$ cat config.mk
export PLATFORM = sky130hd
export DESIGN_NAME = temp_limit_alert
export DESIGN_NICKNAME = d
export VERILOG_FILES = /design/src/rtl/temp_alert_pkg.sv /design/src/rtl/tla_regs.sv /design/src/rtl/tla_trim_sat.sv /design/src/rtl/tla_window_cmp.sv /design/src/rtl/tla_status.sv /design/src/rtl/temp_limit_alert.sv
export SDC_FILE = /design/constraint.sdc
export NUM_CORES = 1
export LEC_CHECK = 0
export ABC_AREA = 1
export BUFFER_PORTS_ARGS = -buffer_cell sky130_fd_sc_hd__buf_2
export CAP_MARGIN = 20
export CORE_MARGIN = 2
export CORE_UTILIZATION = 60
export DETAILED_ROUTE_END_ITERATION = 16
export PLACE_DENSITY = 0.87
export SYNTH_ARGS = -nofsm -noshare
export SYNTH_HDL_FRONTEND = slang
export SYNTH_HIERARCHICAL = 1
export SYNTH_SLANG_ARGS = --single-unit
$ cat constraint.sdc
create_clock -name clk_i -period 7.8 [get_ports clk_i]
set_input_delay 1.56 -clock clk_i [delete_from_list [all_inputs] [get_ports clk_i]]
set_output_delay 1.56 -clock clk_i [all_outputs]
set_load 0.05 [all_outputs]
$ cat src/rtl/temp_alert_pkg.sv
package temp_alert_pkg;
  localparam int unsigned DW = 8;
  localparam int unsigned AW = 4;
  localparam int unsigned NCH = 2;            // 0 local, 1 remote
  localparam int unsigned SW = 2 * NCH + 1;   // hi/lo per channel + open

  typedef enum logic [AW-1:0] {
    REG_CFG    = 4'd0,
    REG_TRIM   = 4'd1,
    REG_LHI    = 4'd2,
    REG_LLO    = 4'd3,
    REG_RHI    = 4'd4,
    REG_RLO    = 4'd5,
    REG_LTEMP  = 4'd6,
    REG_RTEMP  = 4'd7,
    REG_STATUS = 4'd8
  } reg_code_e;

  localparam int unsigned ST_OPEN = 2 * NCH;
  localparam int unsigned CFG_MASK_BIT = DW - 1;
endpackage

$ cat src/rtl/tla_regs.sv
module tla_regs
  import temp_alert_pkg::*;
#(
  parameter int unsigned W = DW
) (
  input  logic                clk_i,
  input  logic                rst_ni,
  input  logic                wr_en_i,
  input  logic [AW-1:0]       wr_addr_i,
  input  logic [W-1:0]        wr_data_i,
  output logic                mask_o,
  output logic [W-1:0]        trim_o,
  output logic [NCH-1:0][W-1:0] lim_hi_o,
  output logic [NCH-1:0][W-1:0] lim_lo_o
);
  localparam logic [W-1:0] HI_RST = {1'b0, {(W-1){1'b1}}};
  localparam logic [W-1:0] LO_RST = {1'b1, {(W-1){1'b0}}};

  always_ff @(posedge clk_i or negedge rst_ni) begin
    if (!rst_ni) begin
      mask_o <= 1'b0;
      trim_o <= '0;
    end else if (wr_en_i) begin
      if (wr_addr_i == REG_CFG)  mask_o <= wr_data_i[CFG_MASK_BIT];
      if (wr_addr_i == REG_TRIM) trim_o <= wr_data_i;
    end
  end

  for (genvar c = 0; c < NCH; c++) begin : g_lim
    localparam logic [AW-1:0] HI_CODE = AW'(REG_LHI) + AW'(2 * c);
    localparam logic [AW-1:0] LO_CODE = AW'(REG_LLO) + AW'(2 * c);
    always_ff @(posedge clk_i or negedge rst_ni) begin
      if (!rst_ni) begin
        lim_hi_o[c] <= HI_RST;
        lim_lo_o[c] <= LO_RST;
      end else if (wr_en_i) begin
        if (wr_addr_i == HI_CODE) lim_hi_o[c] <= wr_data_i;
        if (wr_addr_i == LO_CODE) lim_lo_o[c] <= wr_data_i;
      end
    end
  end
endmodule

$ cat src/rtl/tla_trim_sat.sv
module tla_trim_sat #(
  parameter int unsigned W = 8
) (
  input  logic [W-1:0] raw_i,
  input  logic [W-1:0] trim_i,
  output logic [W-1:0] adj_o
);
  logic [W:0] sum;
  always_comb begin
    sum = {raw_i[W-1], raw_i} + {trim_i[W-1], trim_i};
    if (sum[W] != sum[W-1])
      adj_o = sum[W] ? {1'b1, {(W-1){1'b0}}} : {1'b0, {(W-1){1'b1}}};
    else
      adj_o = sum[W-1:0];
  end
endmodule

$ cat src/rtl/tla_window_cmp.sv
module tla_window_cmp #(
  parameter int unsigned W = 8
) (
  input  logic [W-1:0] val_i,
  input  logic [W-1:0] hi_i,
  input  logic [W-1:0] lo_i,
  output logic         above_o,
  output logic         below_o
);
  assign above_o = $signed(val_i) > $signed(hi_i);
  assign below_o = $signed(val_i) < $signed(lo_i);
endmodule

$ cat src/rtl/tla_status.sv
module tla_status #(
  parameter int unsigned N = 5
) (
  input  logic         clk_i,
  input  logic         rst_ni,
  input  logic [N-1:0] set_i,
  input  logic         clr_i,
  output logic [N-1:0] flags_o
);
  // new events outrank a same-cycle clear
  always_ff @(posedge clk_i or negedge rst_ni) begin
    if (!rst_ni) flags_o <= '0;
    else         flags_o <= (clr_i ? '0 : flags_o) | set_i;
  end
endmodule

$ cat src/rtl/temp_limit_alert.sv
module temp_limit_alert
  import temp_alert_pkg::*;
(
  input  logic          clk_i,
  input  logic          rst_ni,
  input  logic          wr_en_i,
  input  logic [AW-1:0] wr_addr_i,
  input  logic [DW-1:0] wr_data_i,
  input  logic [AW-1:0] rd_addr_i,
  output logic [DW-1:0] rd_data_o,
  input  logic          conv_done_i,
  input  logic [DW-1:0] local_raw_i,
  input  logic [DW-1:0] remote_raw_i,
  input  logic          open_i,
  input  logic          stat_clr_i,
  output logic [SW-1:0] status_o,
  output logic          alert_no
);
  logic                    cfg_mask;
  logic [DW-1:0]           trim_q;
  logic [NCH-1:0][DW-1:0]  lim_hi, lim_lo;
  logic [NCH-1:0][DW-1:0]  reading;
  logic [NCH-1:0][DW-1:0]  temp_q;
  logic [NCH-1:0]          above, below, ch_valid;
  logic [SW-1:0]           set_vec;

  tla_regs #(.W(DW)) u_regs (
    .clk_i, .rst_ni, .wr_en_i, .wr_addr_i, .wr_data_i,
    .mask_o(cfg_mask), .trim_o(trim_q), .lim_hi_o(lim_hi), .lim_lo_o(lim_lo)
  );

  assign reading[0] = local_raw_i;
  tla_trim_sat #(.W(DW)) u_trim (
    .raw_i(remote_raw_i), .trim_i(trim_q), .adj_o(reading[1])
  );

  assign ch_valid[0] = conv_done_i;
  assign ch_valid[1] = conv_done_i && !open_i;

  for (genvar c = 0; c < NCH; c++) begin : g_ch
    tla_window_cmp #(.W(DW)) u_cmp (
      .val_i(reading[c]), .hi_i(lim_hi[c]), .lo_i(lim_lo[c]),
      .above_o(above[c]), .below_o(below[c])
    );
    assign set_vec[2*c]   = ch_valid[c] && above[c];
    assign set_vec[2*c+1] = ch_valid[c] && below[c];

    always_ff @(posedge clk_i or negedge rst_ni) begin
      if (!rst_ni)          temp_q[c] <= '0;
      else if (ch_valid[c]) temp_q[c] <= reading[c];
    end
  end
  assign set_vec[ST_OPEN] = conv_done_i && open_i;

  tla_status #(.N(SW)) u_stat (
    .clk_i, .rst_ni, .set_i(set_vec), .clr_i(stat_clr_i), .flags_o(status_o)
  );

  assign alert_no = !((|status_o) && !cfg_mask);

  always_comb begin
    unique case (rd_addr_i)
      REG_CFG:    rd_data_o = DW'(cfg_mask) << CFG_MASK_BIT;
      REG_TRIM:   rd_data_o = trim_q;
      REG_LHI:    rd_data_o = lim_hi[0];
      REG_LLO:    rd_data_o = lim_lo[0];
      REG_RHI:    rd_data_o = lim_hi[1];
      REG_RLO:    rd_data_o = lim_lo[1];
      REG_LTEMP:  rd_data_o = temp_q[0];
      REG_RTEMP:  rd_data_o = temp_q[1];
      REG_STATUS: rd_data_o = DW'(status_o);
      default:    rd_data_o = '0;
    endcase
  end
endmodule

==> results of run 1 <==
==> per-stage QoR <==
step	setup slack (ns)	power [uW]	utilization
after floorplan	3.79	930	-
after global placement	3.35	1070	0.650
after detailed placement	3.29	1100	0.650
after CTS	3.28	1410	0.678
after global routing	3.17	1520	0.678
final	3.25	1410	0.678
==> Yosys cell counts, types with 5 or more instances <==
| library cell | number |
|---|---|
| mux2_2 | 15 |
| o21bai_1 | 8 |
| nor2_2 | 6 |
| nand3_2 | 10 |
| nor2_4 | 8 |
| inv_2 | 8 |
| ha_1 | 38 |
| nand2_1 | 235 |
| a21oi_1 | 11 |
| nand3_1 | 67 |
| nand4_1 | 28 |
| dfstp_2 | 16 |
| buf_2 | 5 |
| nor2_1 | 37 |
| dfrtp_1 | 46 |
| buf_4 | 7 |
| inv_1 | 88 |
==> area by class of cell <==
cell class / count / area [sq um] / share of cell area
inverters: 96 / 360 / 0.0691
well taps: 102 / 128 / 0.0245
clock buffers: 10 / 128 / 0.0245
multi-input cells: 481 / 2670 / 0.512
flip-flops and latches: 62 / 1570 / 0.301
repair buffers: 53 / 270 / 0.0518
clock inverters: 6 / 86.3 / 0.0166
==> layout by cell type, fill, tap and decap left out, types with 3 or more instances in the layout <==
cell	n
ha_1	38
inv_2	8
clkbuf_8	9
dfstp_2	16
buf_2	51
nor2_2	6
dfrtp_1	46
o21bai_1	8
nor2_1	37
xnor2_1	3
nand3_2	10
mux2_2	15
a21oi_1	11
inv_1	88
nor3_1	3
nor2_4	8
nand3_1	67
nand4_1	28
nand2_1	235
nand2_4	3
==> registers in the layout, indices dropped and copies added, names as in the netlist <==
register / flops
temp_q: 16
u_regs/lim_hi_o: 16
u_regs/lim_lo_o: 16
u_regs/trim_o: 8
u_stat/flags_o: 5
u_regs/mask_o: 1
==> worst max-delay path, delay by kind of cell <==
kind                   cells  cell delay [ns]
AND/OR/NAND/NOR            5             0.98
buffers and inverters      3             0.45
==> cells by family (layout without fill, tap and decap cells) <==
family | after synthesis | in the layout | synth area share
fa+ha+maj | 39 | 39 | 0.105
simple gates | 401 | 401 | 0.388
mux | 15 | 15 | 0.0357
flops | 62 | 62 | 0.332
compound gates | 23 | 23 | 0.0304
xor+xnor | 3 | 3 | 0.00556
buf+inv | 112 | 165 | 0.103
==> path summary, 6_finish.rpt <==
path	start	to	slack [ns]	cells past startpoint
max	rd_addr_i[2]	rd_data_o[6]	3.25	8
min	u_regs/lim_hi_o[10]$_DFFE_PN1P_	u_regs/lim_hi_o[10]$_DFFE_PN1P_	0.49	2
max reg2reg	u_regs/trim_o[0]$_DFFE_PN0P_	u_stat/flags_o[3]$_DFF_PN0_	4.52	24
min reg2reg	u_regs/lim_hi_o[10]$_DFFE_PN1P_	u_regs/lim_hi_o[10]$_DFFE_PN1P_	0.49	2
max in group asynchronous	rst_ni	u_regs/lim_lo_o[13]$_DFFE_PN0P_	5.93	2
min in group asynchronous	rst_ni	u_stat/flags_o[2]$_DFF_PN0_	1.36	2
==> power by group through the flow <==
| stage | Sequential (uW) | Combinational (uW) | Clock (uW) |
|---|---|---|---|
| 2_1_floorplan | 491 | 439 | 0 |
| 3_3_place_gp | 505 | 560 | 0 |
| 3_5_place_dp | 508 | 592 | 0 |
| 4_1_cts | 503 | 595 | 311 |
| 5_1_grt | 512 | 685 | 321 |
| 6_report | 507 | 598 | 307 |
==> metal layers <==
layer | part of all wire | global-route usage | vias up
li1 | - | - | 2179
met1 | 0.41 | 0.396 | 2111
met2 | 0.46 | 0.495 | 233
met3 | 0.089 | 0.0610 | 51
met4 | 0.041 | 0.146 | 0
met5 | 0 | 0 | -
==> run metrics, run 1 <==
clk sinks=62; Critical Path AT=2.99 ns; CTS max path bufs=2; status=finished clean; switch share=0.426; post-route cell area=approximately 5200 sq um; routability cong.=roughly 1.0; max-cap viol count=0; Peak supply drop=about 140 uV; vias in the first global route=around 4400; Post-DRT Antenna Nets=0; crit-path cells=buf_2 -> inv_1 -> nor2_4 -> nand3_1 -> nand2_1 -> nor2_1 -> nand2_1 -> buf_2; yosys warns=6; asr flop ratio synth=1.00; slew margin rel.=0.482; mapped cell area=4730 sq um; IO Pins=52; Critical Path Max Stage Delay=0.53 ns; root buffer cell=clkbuf_8; RSZ-0062 raised after global routing=no; vias per cell=5.65; final std cells w/o fill=slightly above 800; clk_skew=0.00592 ns; PwrDens=271 nW/um^2; CTS H-tree depth=3; crit start category=primary input; post-CTS resize count=0; pin count of the biggest net entering global routing=between 60 and 70; layout cells sized above 1=0.195; Mapped Cells=~660; CP max FO=32; DRC Markers=0; postcts setup bufs=0; Overflow after GRT=0; Die ar.=between 8000 and 9000 sq um; Primary FF master, synth=dfrtp_1; Starting Density=0.615; crit end category=output pin; Total Nets Final=780; final setup TNS=0 ns; TritonCTS clock tree=yes; WL per Instance=around 15 um; Leak Pwr=roughly 0.0029 uW; # setup viols final=0; GRT Total Usage=0.307; ant diodes=0; Cell variety after synth=29; Inserted Clock Buffers=9; fill cell count=between 600 and 700; Slew Limit Fails=0; die height=around 93 um; vias=4574; initial antenna violation count=0; core region area=7690 sq um; Sw Pwr=602 uW; CP max stage cell=nor2_4; Routed WL=between 10000 and 15000 um; detailed placer's ending HPWL=around 9400 um; Logic pwr share=0.423; synthesis-stage register bit count=62; Mean Syn Cell Area=between 7 and 8 sq um; Fin Hold WS=0.485 ns; f_max=220 MHz; number of I/O port buffers=51; Hold Fails Final Rpt=0; Internal=roughly 800 uW; Yosys top cell by area=dfrtp_1; placed insts=around 790; CP Data Required Time=roughly 6.2 ns; Horiz. Die Dim=roughly 93 um; Iter 0 DRT Violations=between 400 and 500; post-synthesis net count=732; Post-synth EDFFs=0; share of the synthesized area in the top cell type=0.243; placed standard-cell area=roughly 5000 sq um; Worst-path clk slew=~0.070 ns; Final Critical Period=roughly 4.6 ns; synth top area cells=dfrtp_1 (24%), nand2_1 (19%), ha_1 (10%); crit share post-route=0.584; HP Class=flop to flop; Seq/Total Area, Yosys=0.332; Reg power frac=0.359; drt pass-1 iters=6; critical path type=primary input to output pin; Clk Latency, worst-skew pair=between 0.3 and 0.4 ns; Site Rows=32; Area Overhead vs Synth=10.3%; clock power share=0.217; first-pass GRT wire length=~20000 um; Hold Buf Count CTS=0; Least-Margin Pin Slew=~0.78 ns
Note: power is estimated with default switching activity, not from simulation.
==> inputs of run 2 (changes only) <==
--- a/config.mk
+++ b/config.mk
@@ -9,9 +9,9 @@
 export BUFFER_PORTS_ARGS = -buffer_cell sky130_fd_sc_hd__buf_2
 export CAP_MARGIN = 20
 export CORE_MARGIN = 2
-export CORE_UTILIZATION = 60
+export CORE_UTILIZATION = 54
 export DETAILED_ROUTE_END_ITERATION = 16
-export PLACE_DENSITY = 0.87
+export PLACE_DENSITY = 0.83
 export SYNTH_ARGS = -nofsm -noshare
 export SYNTH_HDL_FRONTEND = slang
 export SYNTH_HIERARCHICAL = 1
==> constraint.sdc (replaced) <==
create_clock -name clk_i -period 3.85 [get_ports clk_i]
set_input_delay 0.77 -clock clk_i [delete_from_list [all_inputs] [get_ports clk_i]]
set_output_delay 0.77 -clock clk_i [all_outputs]
set_load 0.05 [all_outputs]
==> run metrics, run 2 (synthesis gave the netlist of run 1 again) <==
initial antenna violation count=0; Area Overhead vs Synth=10.6%; CP max FO=7; CTS H-tree depth=3; crit share post-route=0.840; PwrDens=~550 nW/um^2; Routed WL=12700 um; Critical Path Max Stage Delay=around 0.51 ns; vias in the first global route=a little over 4000; Largest regs=temp_q x16, u_regs/lim_hi_o x16, u_regs/lim_lo_o x16; crit start category=flop; DRC Markers=0; Die ar.=around 9500 sq um; vias=around 4600; Critical Path AT=3.48 ns; pin count of the biggest net entering global routing=43; root buffer cell=clkbuf_8; f_max=slightly above 300 MHz; # setup viols final=0; TritonCTS clock tree=yes; first-pass GRT wire length=20300 um; most frequent cells in the layout=nand2_1 (235), inv_1 (88), nand3_1 (67); final std cells w/o fill=just over 800; Buf+Inv Stages, Crit Path=5; WL per Instance=between 15 and 20 um; Hold Fails Final Rpt=0; clk sinks=62; most used cell, CP=nand2_1; GRT Total Usage=0.269; clk_skew=between 0.004 and 0.005 ns; max-cap viol count=0; core region area=around 8600 sq um; ant diodes=0; critical path type=flop to flop; crit-path cells=ha_1 -> inv_1 -> fa_1 -> inv_1 -> nand2_1 -> nand2_1 -> nand3_2 -> nand2_1 -> nand2_2 -> nand2_4 -> inv_2 -> nand2_4 -> nand2_1 -> ha_1 -> a21oi_1 -> nor2_1 -> nor3_1 -> nand2_1 -> nand2_1 -> nand2_1 -> inv_1 -> nor2_1 -> inv_1 -> nand2_1; fill cell count=approximately 800; drt pass-1 iters=5; Inserted Clock Buffers=9; status=finished clean; CP max stage cell=dfrtp_1; slew margin rel.=0.376; Site Rows=34; Least-Margin Pin Slew=approximately 0.94 ns; HP Class=flop to flop; die height=between 90 and 100 um; postcts setup bufs=0; placed insts=approximately 800; Hold Buf Count CTS=0; Clk Latency, worst-skew pair=approximately 0.35 ns; layout cells sized above 1=0.196; Horiz. Die Dim=~100 um; crit end category=flop; Total Nets Final=781; Peak supply drop=around 240 uV; detailed placer's ending HPWL=9570 um; Post-DRT Antenna Nets=0; Starting Density=0.550; Final Critical Period=between 3 and 4 ns; number of I/O port buffers=just over 50; post-CTS resize count=0; final setup TNS=0 ns; crit-path leading delay family=simple AND/OR/NAND/NOR gates; CP Data Required Time=~4.1 ns; IO Pins=52; Leak Pwr=0.00295 uW; commonest non-fill, non-tap cell in the layout=nand2_1; vias per cell=5.58; routability cong.=about 0.95; Slew Limit Fails=0; Overflow after GRT=0; Iter 0 DRT Violations=around 600; Worst-path clk slew=0.07 ns; RSZ-0062 raised after global routing=no; CTS max path bufs=2
-- run 2: cell types whose count changed in the layout (fill, tap and decap cells not counted), sizes merged --
cell	delta
buf	+1
-- run 2: per-stage QoR --
step                setup WS, ns  total power (uW)  cell area, sq um   util  hold WS (ns)
finish                     0.617              2870              5230  0.608         0.489
global route               0.323              3080              5230  0.608         0.493
CTS                        0.706              2860              5230  0.608         0.484
detailed placement         0.392              2230              5010  0.584         0.473
global placement           0.527              2160              5010  0.584         0.465
floorplan                  0.738              1880              4730      -         0.451
-- run 2: path summary, 6_finish.rpt --
path                                                 startpoint  cells after the start                         endpoint  slack (ns)
min in group asynchronous                                rst_ni                      1            temp_q[9]$_DFFE_PN0P_        0.55
max in group asynchronous                                rst_ni                      2  u_regs/lim_lo_o[15]$_DFFE_PN1P_        2.51
worst max-delay path               u_regs/trim_o[0]$_DFFE_PN0P_                     24      u_stat/flags_o[3]$_DFF_PN0_        0.62
worst min-delay path            u_regs/lim_hi_o[14]$_DFFE_PN1P_                      2  u_regs/lim_hi_o[14]$_DFFE_PN1P_        0.49
worst max register to register     u_regs/trim_o[0]$_DFFE_PN0P_                     24      u_stat/flags_o[3]$_DFF_PN0_        0.62
worst min register to register  u_regs/lim_hi_o[14]$_DFFE_PN1P_                      2  u_regs/lim_hi_o[14]$_DFFE_PN1P_        0.49
-- run 2: metal layers --
layer  GRT usage  up-vias  share of wire
met1       0.362     2113           0.42
met3      0.0590       30          0.086
li1            -     2186              -
met5           0        -              0
met4      0.0769        0          0.020
met2       0.437      228           0.47
-- run 2: cell type report --
cell class | count | area [sq um] | share of cell area
timing repair buffer | 54 | 278 | 0.0531
inverter | 96 | 360 | 0.0689
clock inverter | 6 | 86.3 | 0.0165
clock buffer | 10 | 128 | 0.0244
multi-input combinational | 481 | 2670 | 0.511
sequential | 62 | 1570 | 0.301
tap | 108 | 135 | 0.0258
-- run 2: worst register-to-register path: stages, from the launching register on --
cell,delay [ns]
dfrtp_1,0.51
ha_1,0.24
inv_1,0.06
fa_1,0.39
inv_1,0.07
nand2_1,0.05
nand2_1,0.10
nand3_2,0.08
nand2_1,0.10
nand2_2,0.08
nand2_4,0.11
inv_2,0.06
nand2_4,0.08
nand2_1,0.11
ha_1,0.33
a21oi_1,0.15
nor2_1,0.05
nor3_1,0.18
nand2_1,0.08
nand2_1,0.06
nand2_1,0.04
inv_1,0.05
nor2_1,0.04
inv_1,0.06
nand2_1,0.05
-- run 2: power by group --
group	internal, uW	switching [uW]
combinational	448	787
clock	363	263
sequential	837	174
total	1650	1220
==> inputs of run 3 (changes only) <==
--- a/config.mk
+++ b/config.mk
@@ -9,9 +9,9 @@
 export BUFFER_PORTS_ARGS = -buffer_cell sky130_fd_sc_hd__buf_2
 export CAP_MARGIN = 20
 export CORE_MARGIN = 2
-export CORE_UTILIZATION = 54
+export CORE_UTILIZATION = 60
 export DETAILED_ROUTE_END_ITERATION = 16
-export PLACE_DENSITY = 0.83
+export PLACE_DENSITY = 0.87
 export SYNTH_ARGS = -nofsm -noshare
 export SYNTH_HDL_FRONTEND = slang
 export SYNTH_HIERARCHICAL = 1
==> constraint.sdc (replaced) <==
create_clock -name clk_i -period 3 [get_ports clk_i]
set_input_delay 0.6 -clock clk_i [delete_from_list [all_inputs] [get_ports clk_i]]
set_output_delay 0.6 -clock clk_i [all_outputs]
set_load 0.05 [all_outputs]
==> run metrics, run 3 (synthesis gave the netlist of run 1 again) <==
Total Nets Final=799; post-route cell area=5660 sq um; CTS max path bufs=2; clk sinks=62; Buf+Inv Stages, Crit Path=7; # setup viols final=2; Post-DRT Antenna Nets=0; ant diodes=0; Critical Path AT=roughly 3.3 ns; GRT Total Usage=0.323; IO Pins=52; pin count of the biggest net entering global routing=63; Iter 0 DRT Violations=about 600; Site Rows=32; Die ar.=approximately 8600 sq um; critical path type=flop to flop; Hold Buf Count CTS=0; Reg power frac=0.300; final setup margin=-0.0242 ns; first-pass GRT wire length=roughly 22000 um; vias in the first global route=between 4000 and 5000; violated checks=negative setup slack; drt pass-1 iters=7; commonest non-fill, non-tap cell in the layout=nand2_1; Critical Path Max Stage Delay=approximately 0.42 ns; Logic pwr share=0.489; Hold Fails Final Rpt=0; placed standard-cell area=roughly 5100 sq um; CP max FO=7; Sw Pwr=roughly 1800 uW; final setup TNS=-0.0334 ns; Peak supply drop=~480 uV; initial antenna violation count=0; HP Class=primary input to async pin; Routed WL=around 14000 um; clock power share=0.211; CTS H-tree depth=3; Fin Hold WS=~0.4 ns; Largest regs=temp_q x16, u_regs/lim_hi_o x16, u_regs/lim_lo_o x16; die height=~93 um; layout cells sized above 1=0.267; root buffer cell=clkbuf_8; Clk Latency, worst-skew pair=about 0.34 ns; RSZ-0062 raised after global routing=yes; final core utilization=0.736; crit end category=flop; worst setup path start=u_regs/trim_o[0]$_DFFE_PN0P_; core region area=7690 sq um; CP Data Required Time=between 3 and 4 ns; Inserted Clock Buffers=9; FF-to-FF Start=u_regs/trim_o[0]$_DFFE_PN0P_; PwrDens=~770 nW/um^2; CP max stage cell=dfrtp_1; crit share post-route=1.01; switch share=0.424; most frequent cells in the layout=nand2_1 (217), inv_1 (85), nand3_1 (65); crit start category=flop; clk_skew=0.00325 ns; Starting Density=0.615; f_max=around 330 MHz; routability cong.=0.937; Worst-path clk slew=0.07 ns; max-cap viol count=0; Overflow after GRT=0; Leak Pwr=0.00308 uW; vias=4750; Horiz. Die Dim=slightly above 90 um; detailed placer's ending HPWL=about 9700 um; Area Overhead vs Synth=19.6%; number of I/O port buffers=51; Internal=about 2500 uW; status=complete, but fails checks; WL per Instance=~17 um; vias per cell=~5.7; Final Critical Period=3.02 ns; Least-Margin Pin Slew=slightly below 0.8 ns; fill cell count=approximately 600; TritonCTS clock tree=yes; slew margin rel.=0.476; crit-path leading delay family=simple AND/OR/NAND/NOR gates; Slew Limit Fails=0; most used cell, CP=nand2_1; DRC Markers=0
-- run 3: layout make-up --
class,count,area (sq um),area share
Inverter,96,363,0.0642
Tap cell,102,128,0.0226
Multi-Input combinational cell,481,2930,0.518
Sequential cell,62,1570,0.278
Clock inverter,5,106,0.0188
Clock buffer,11,141,0.0250
Timing Repair Buffer,72,413,0.0730
-- run 3: worst paths after layout --
path	end	slack (ns)	cells past startpoint
min in group clk_i	u_regs/lim_hi_o[14]$_DFFE_PN1P_	0.49	2
min reg2reg	u_regs/lim_hi_o[14]$_DFFE_PN1P_	0.49	2
min	u_stat/flags_o[4]$_DFF_PN0_	0.41	2
max	u_stat/flags_o[3]$_DFF_PN0_	-0.02	27
max reg2reg	u_stat/flags_o[3]$_DFF_PN0_	-0.02	27
max in group asynchronous	u_regs/trim_o[2]$_DFFE_PN0P_	2.02	2
-- run 3: per-stage QoR --
stage                     power, uW  std cells  setup WS [ns]
after global placement         2860        811        -0.0945
after CTS                      3900        827        0.00765
final                          4330        829        -0.0242
after floorplan                2420        655         0.0575
after global routing           4620        829         -0.156
after detailed placement       2970        811         -0.206
-- run 3: routing by layer --
layer | share of wire | global-route usage
met5 | 0 | 0
met4 | 0.032 | 0.104
met3 | 0.10 | 0.0692
met2 | 0.48 | 0.528
met1 | 0.39 | 0.430
-- run 3: timing repair --
item                       in CTS  in global routing
setup endpoints to repair       0                  2
setup buffers                   0                  2
gates resized for setup         0                 53
-- run 3: worst register-to-register path, cell delays in order (launching register included) --
cell	delay, ns
dfrtp_1	0.42
ha_2	0.24
inv_2	0.05
fa_2	0.34
inv_2	0.05
nand2_1	0.05
nand2_2	0.07
nand3_2	0.09
nand2_2	0.09
nand2_2	0.06
nand2_4	0.11
inv_4	0.06
nand2_8	0.17
nand2_8	0.09
buf_4	0.15
ha_4	0.25
nand2_1	0.05
inv_1	0.06
nand2_1	0.05
nand2_1	0.06
nand2_1	0.06
nand2_1	0.06
nand2_1	0.05
nand2_1	0.05
inv_1	0.04
nor2_1	0.09
inv_1	0.05
nand2_1	0.06
-- run 3: power groups by stage --
stage	registers [uW]	logic (uW)	clock network, uW
after floorplan	1280	1140	0
after global placement	1290	1570	0
after detailed placement	1300	1670	0
after CTS	1290	1690	923
after global routing	1320	2340	961
final	1300	2120	913
